==> src/rtl/exe_bypass_pkg.sv <==
package exe_bypass_pkg;

  typedef enum logic [1:0] {
    SRC_REGFILE = 2'b00,
    SRC_MEMWB   = 2'b01,
    SRC_EXMEM   = 2'b10
  } opnd_src_e;

endpackage

==> src/rtl/bypass_hit.sv <==
module bypass_hit #(
  parameter int REG_AW       = 5,
  parameter bit ZERO_IS_SINK = 1'b1
) (
  input  logic [REG_AW-1:0] src_i,
  input  logic [REG_AW-1:0] dst_i,
  input  logic              wen_i,
  output logic              hit_o
);

  logic dst_valid;
  logic num_equal;

  generate
    if (ZERO_IS_SINK) begin : g_zero_sink
      assign dst_valid = |dst_i;
    end else begin : g_no_sink
      assign dst_valid = 1'b1;
    end
  endgenerate

  assign num_equal = (src_i == dst_i);

  always_comb begin
    hit_o = wen_i & dst_valid & num_equal;
  end

endmodule

==> src/rtl/bypass_pick.sv <==
module bypass_pick
  import exe_bypass_pkg::*;
(
  input  logic      hit_young_i,
  input  logic      hit_old_i,
  output opnd_src_e sel_o
);

  always_comb begin
    if (hit_young_i) begin
      sel_o = SRC_EXMEM;
    end else if (hit_old_i) begin
      sel_o = SRC_MEMWB;
    end else begin
      sel_o = SRC_REGFILE;
    end
  end

endmodule

==> src/rtl/exe_bypass_ctl.sv <==
module exe_bypass_ctl
  import exe_bypass_pkg::*;
#(
  parameter int REG_AW = 5
) (
  input  logic [REG_AW-1:0] ex_src_a_i,
  input  logic [REG_AW-1:0] ex_src_b_i,
  input  logic [REG_AW-1:0] xm_dst_i,
  input  logic              xm_wen_i,
  input  logic [REG_AW-1:0] mw_dst_i,
  input  logic              mw_wen_i,
  output logic [1:0]        sel_a_o,
  output logic [1:0]        sel_b_o
);

  localparam int NUM_OPND = 2;

  logic [REG_AW-1:0] src_num [NUM_OPND];
  opnd_src_e         sel     [NUM_OPND];

  assign src_num[0] = ex_src_a_i;
  assign src_num[1] = ex_src_b_i;

  generate
    for (genvar i = 0; i < NUM_OPND; i++) begin : g_opnd
      logic hit_xm;
      logic hit_mw;

      bypass_hit #(.REG_AW(REG_AW), .ZERO_IS_SINK(1'b1)) u_hit_xm (
        .src_i (src_num[i]),
        .dst_i (xm_dst_i),
        .wen_i (xm_wen_i),
        .hit_o (hit_xm)
      );

      bypass_hit #(.REG_AW(REG_AW), .ZERO_IS_SINK(1'b1)) u_hit_mw (
        .src_i (src_num[i]),
        .dst_i (mw_dst_i),
        .wen_i (mw_wen_i),
        .hit_o (hit_mw)
      );

      bypass_pick u_pick (
        .hit_young_i (hit_xm),
        .hit_old_i   (hit_mw),
        .sel_o       (sel[i])
      );
    end
  endgenerate

  assign sel_a_o = sel[0];
  assign sel_b_o = sel[1];

endmodule

==> config.mk <==
export PLATFORM = sky130hd
export DESIGN_NAME = exe_bypass_ctl
export DESIGN_NICKNAME = d
export VERILOG_FILES = /design/src/rtl/exe_bypass_pkg.sv /design/src/rtl/bypass_hit.sv /design/src/rtl/bypass_pick.sv /design/src/rtl/exe_bypass_ctl.sv
export SDC_FILE = /design/constraint.sdc
export NUM_CORES = 1
export LEC_CHECK = 0
export BUFFER_PORTS_ARGS = -buffer_cell sky130_fd_sc_hd__buf_4
export CAP_MARGIN = 20
export CORE_AREA = 2 2 39 41
export DETAILED_ROUTE_END_ITERATION = 10
export DIE_AREA = 0 0 41 43
export GPL_ROUTABILITY_DRIVEN = 0
export RECOVER_POWER = 100
export REMOVE_ABC_BUFFERS = 1
export SLEW_MARGIN = 20
export SYNTH_ARGS = -nofsm -noshare
export SYNTH_HDL_FRONTEND = slang
export SYNTH_SLANG_ARGS = --single-unit
export TNS_END_PERCENT = 30
==> constraint.sdc <==
create_clock -name vclk -period 1.6
set_clock_uncertainty 0.2 [all_clocks]
set_input_delay 0.24 -clock vclk [all_inputs]
set_output_delay 0.24 -clock vclk [all_outputs]
set_load 0.005 [all_outputs]
==> results.py, run 1 <==
metrics = {
    "run_status": {
        "status": "finished, violations left",
        "failed_checks": "setup timing",
    },
    "final_layout": {
        "nClkBuffers": 0,
        "post-route-util_pct": 48.9,
        "antenna_cells": 0,
        "area_growth_pct": 137,
        "fillCellCount": 158,
        "drive_gt1_share_pct": 66.7,
        "seqCellArea_um2": 0,
        "fin_nets": 102,
        "multi_input_area_um2": 315,
        "design.seq.count": 0,
    },
    "global_routing": {
        "grt_use_total_pct": 11.5,
        "grt_max_degree": 4,
        "grt_antenna_before_repair": 0,
        "grt_pass1_vias": 397,
        "grt_pass1_wl_um": 1520,
        "grt.overflow.total": 0,
    },
    "sta": {
        "slew_headroom_pct": 79.3,
        "hold_ws_ps": 637,
        "drv_slew": 0,
        "fmax_mhz": 523,
        "rsz0062_at_grt": "yes",
        "min_period_ps": 1910,
        "tightest_slew_ps": 307,
        "hold_viol_final": 0,
        "setup_viol": 4,
        "setup_ws_ps": -313,
        "fin_crit_sh_pct": 120,
    },
    "worst_setup_path": {
        "required_ps": 1160,
        "start_kind": "primary input",
        "path_max_fanout": 2,
        "end_kind": "output pin",
        "crit_arrival_ps": 1470,
        "crit_type": "primary input to output pin",
        "crit_start": "xm_dst_i[1]",
    },
    "power": {
        "powerDensity_nw_per_um2": 247,
        "peakVddDrop_mv": 0.125,
        "leakage_nw": 0.297,
    },
    "die": {
        "core_area_um2": 1380,
        "die_h_um": 43,
        "die_width_um": 41,
        "pin_count": 26,
        "dieArea_um2": 1760,
        "rows": 14,
        "initial_core_util_pct": 20.6,
    },
    "synth": {
        "ys_seq_area_share_pct": 0,
        "ys_types": 11,
        "synth.avg_cell_area_um2": 7.92,
        "ys_warn_count": 0,
        "synth.cell_area_um2": 285,
        "synth_cells": 36,
    },
    "clock_tree": {
        "post_cts_buffers": 0,
    },
    "route": {
        "avgViaCountPerCell": 4.18,
        "vias": 393,
        "wl_um": 896,
        "wl_per_cell_um": 9.53,
        "first_iter_violations": 0,
        "drc": 0,
        "ant_nets": 0,
        "drtPass1Iterations": 1,
    },
    "job": {
        "drv_cap": 0,
    },
    "hold_path": {
        "min_from": "mw_wen_i",
        "holdCritPathClass": "primary input to output pin",
    },
    "placement": {
        "dp_hpwl_um": 845,
        "portBuffers": 26,
    },
}
## critical path: stages
cell and delay [ps]:
buf_6 90, or4_4 530, o21ai_4 180, nor4_4 60
nor4_2 220, buf_4 150
## final timing paths
| check | to | slack (ps) | cells past startpoint |
|---|---|---|---|
| setup / recovery | sel_a_o[0] | -310 | 6 |
| hold / removal | sel_b_o[0] | 640 | 4 |
## synth_stat cells
cell type | n | area (um^2)
nor2_1 | 1 | 3.75
xor2_1 | 4 | 35.0
buf_4 | 2 | 15.0
xnor2_1 | 16 | 140
nor4_2 | 2 | 25.0
nand2_1 | 2 | 7.51
nor4_1 | 2 | 12.5
o21ai_2 | 1 | 8.76
nand4_1 | 2 | 12.5
or4_1 | 2 | 15.0
nand3_1 | 2 | 10.0
## power breakdown
part	switching [mW]	total (mW)	internal, mW	leakage, nW
Sequential	0	0	0	0
Clock	0	0	0	0
Combinational	0.0630	0.167	0.104	0.297
## cell type report
type                       count  share of cell area [%]
tap                           16                    2.96
timing repair buffer          44                    50.5
multi-input combinational     34                    46.6
## logic make-up (layout without fill, tap and decap cells)
family / after synthesis / after routing / share of synthesized area [%]
AO/OA/AOI/OAI: 1 / 1 / 3.07
XOR/XNOR: 20 / 20 / 61.4
buffers and inverters: 2 / 44 / 5.26
AND/OR/NAND/NOR: 13 / 13 / 30.3
## timing repair
item                       4_1_cts  5_1_grt
gates resized for setup          8        2
setup endpoints to repair        4        4
hold buffers                     0        0
pin swaps                        5        2
## stage by stage
stage / setup TNS (ps) / cell area, um^2 / instances / power [mW] / setup slack, ps
after global placement: -1190 / 621 / 94 / 0.151 / -369
after global routing: -1180 / 677 / 94 / 0.183 / -393
final: -976 / 677 / 94 / 0.167 / -313
after floorplan: -221 / 270 / 34 / 0.0530 / -120
after CTS: -1120 / 664 / 94 / 0.165 / -355
after detailed placement: -1220 / 621 / 94 / 0.152 / -409
## cells in the final DEF, fill, tap and decap left out, types with 2 or more instances in the layout
master   count
buf_4       41
xnor2_1     15
xor2_1       4
buf_6        3
nor4_2       3
nand2_1      2
nand4_1      2
## per-layer routing
| metal | part of all wire [%] | global-route usage (%) |
|---|---|---|
| met1 | 39 | 15.5 |
| met2 | 52 | 20.3 |
| met3 | 9.5 | 0.524 |
| met4 | 0 | 0 |
| met5 | 0 | 0 |
No activity file was read; power rests on OpenSTA's default activity.
==> run 2, diff against run 1 <==
- PLACE_DENSITY: not set -> 0.52
==> results.py, run 2 (same netlist as run 1, synthesis figures left out) <==
metrics = {
    "run_status": {
        "status": "finished, violations left",
        "failed_checks": "setup timing",
    },
    "final_layout": {
        "seqCellArea_um2": 0,
        "drive_gt1_share_pct": 64.6,
        "mostFrequentLayoutCells": "45 x buf_4, 16 x xnor2_1, 4 x xor2_1, 4 x nor4_2",
        "design.seq.count": 0,
        "nClkBuffers": 0,
        "design_area_um2": 652,
        "final_common_cell": "buf_4",
        "area_growth_pct": 129,
        "fin_nets": 103,
        "final_cells": 95,
        "antenna_cells": 0,
    },
    "hold_path": {
        "holdCritPathClass": "primary input to output pin",
        "min_from": "mw_wen_i",
    },
    "die": {
        "rows": 14,
        "pin_count": 26,
        "die_h_um": 43,
        "initial_core_util_pct": 20.6,
        "die_width_um": 41,
        "core_area_um2": 1380,
        "dieArea_um2": 1760,
    },
    "global_routing": {
        "grt.overflow.total": 0,
        "grt_use_total_pct": 12.3,
        "grt_pass1_vias": 409,
        "grt_pass1_wl_um": 1560,
        "grt_max_degree": 4,
        "grt_antenna_before_repair": 0,
    },
    "sta": {
        "drv_slew": 0,
        "fmax_mhz": 527,
        "setup_ws_ps": -299,
        "slew_headroom_pct": 77.0,
        "hold_ws_ps": 649,
        "setup_viol": 4,
        "rsz0062_at_grt": "yes",
        "hold_viol_final": 0,
        "fin_crit_sh_pct": 119,
        "min_period_ps": 1900,
        "tightest_slew_ps": 342,
    },
    "worst_setup_path": {
        "required_ps": 1160,
        "crit_path_cell_trace": "buf_4, or4_4, o21ai_4, nor4_2, nor4_2, buf_4",
        "path_max_fanout": 2,
        "start_kind": "primary input",
        "crit_path_top_delay_cell": "or4_4",
        "end_kind": "output pin",
        "crit_type": "primary input to output pin",
        "crit_start": "xm_dst_i[3]",
        "crit_arrival_ps": 1460,
        "cpPeakStageDelay_ps": 540,
    },
    "route": {
        "wl_per_cell_um": 10.1,
        "wl_um": 963,
        "first_iter_violations": 5,
        "vias": 396,
        "drc": 0,
        "ant_nets": 0,
        "drtPass1Iterations": 4,
        "avgViaCountPerCell": 4.17,
    },
    "power": {
        "p_total_mw": 0.162,
        "leakage_nw": 0.289,
        "powerDensity_nw_per_um2": 248,
        "peakVddDrop_mv": 0.104,
    },
    "placement": {
        "place_area_um2": 628,
        "place_inst": 95,
        "portBuffers": 26,
    },
    "clock_tree": {
        "hold_buffers": 0,
        "post_cts_buffers": 0,
    },
    "job": {
        "drv_cap": 0,
    },
}
-- run 2: through the flow --
| step | TNS (ps) | worst slack (ps) | utilization (%) |
|---|---|---|---|
| floorplan | -221 | -120 | - |
| global placement | -1170 | -375 | 45.4 |
| detailed placement | -1230 | -385 | 45.4 |
| CTS | -1070 | -286 | 47.1 |
| global route | -1220 | -347 | 47.1 |
| finish | -1020 | -299 | 47.1 |
-- run 2: layout make-up --
type	count	area, um^2
fill	150	732
timing repair buffer	45	338
multi-input combinational	34	294
tap	16	20.0
-- run 2: worst max-delay path, delay by kind of cell --
family	cells	cell delay [ps]
compound gates	1	170
simple gates	3	780
buf+inv	2	260
-- run 2: repair_timing --
item / CTS / global route
gates resized for setup: 4 / 0
pin swaps: 3 / 1
setup endpoints to repair: 4 / 4
-- run 2: report_power, final --
| group | internal, mW | switching (mW) | total, mW |
|---|---|---|---|
| Combinational | 0.101 | 0.0607 | 0.162 |
| Clock | 0 | 0 | 0 |
| Sequential | 0 | 0 | 0 |
| Total | 0.101 | 0.0607 | 0.162 |
-- run 2: routing by layer --
layer / part of all wire (%) / vias to the layer above / GRT usage (%)
li1: - / 212 / -
met1: 41 / 168 / 15.2
met2: 52 / 16 / 23.4
met3: 6.6 / 0 / 0
met4: 0 / 0 / 0
met5: 0 / - / 0
-- run 2: worst paths after layout --
path	cells past startpoint	slack [ps]	endpoint
setup / recovery	6	-300	sel_b_o[0]
hold / removal	4	650	sel_a_o[0]
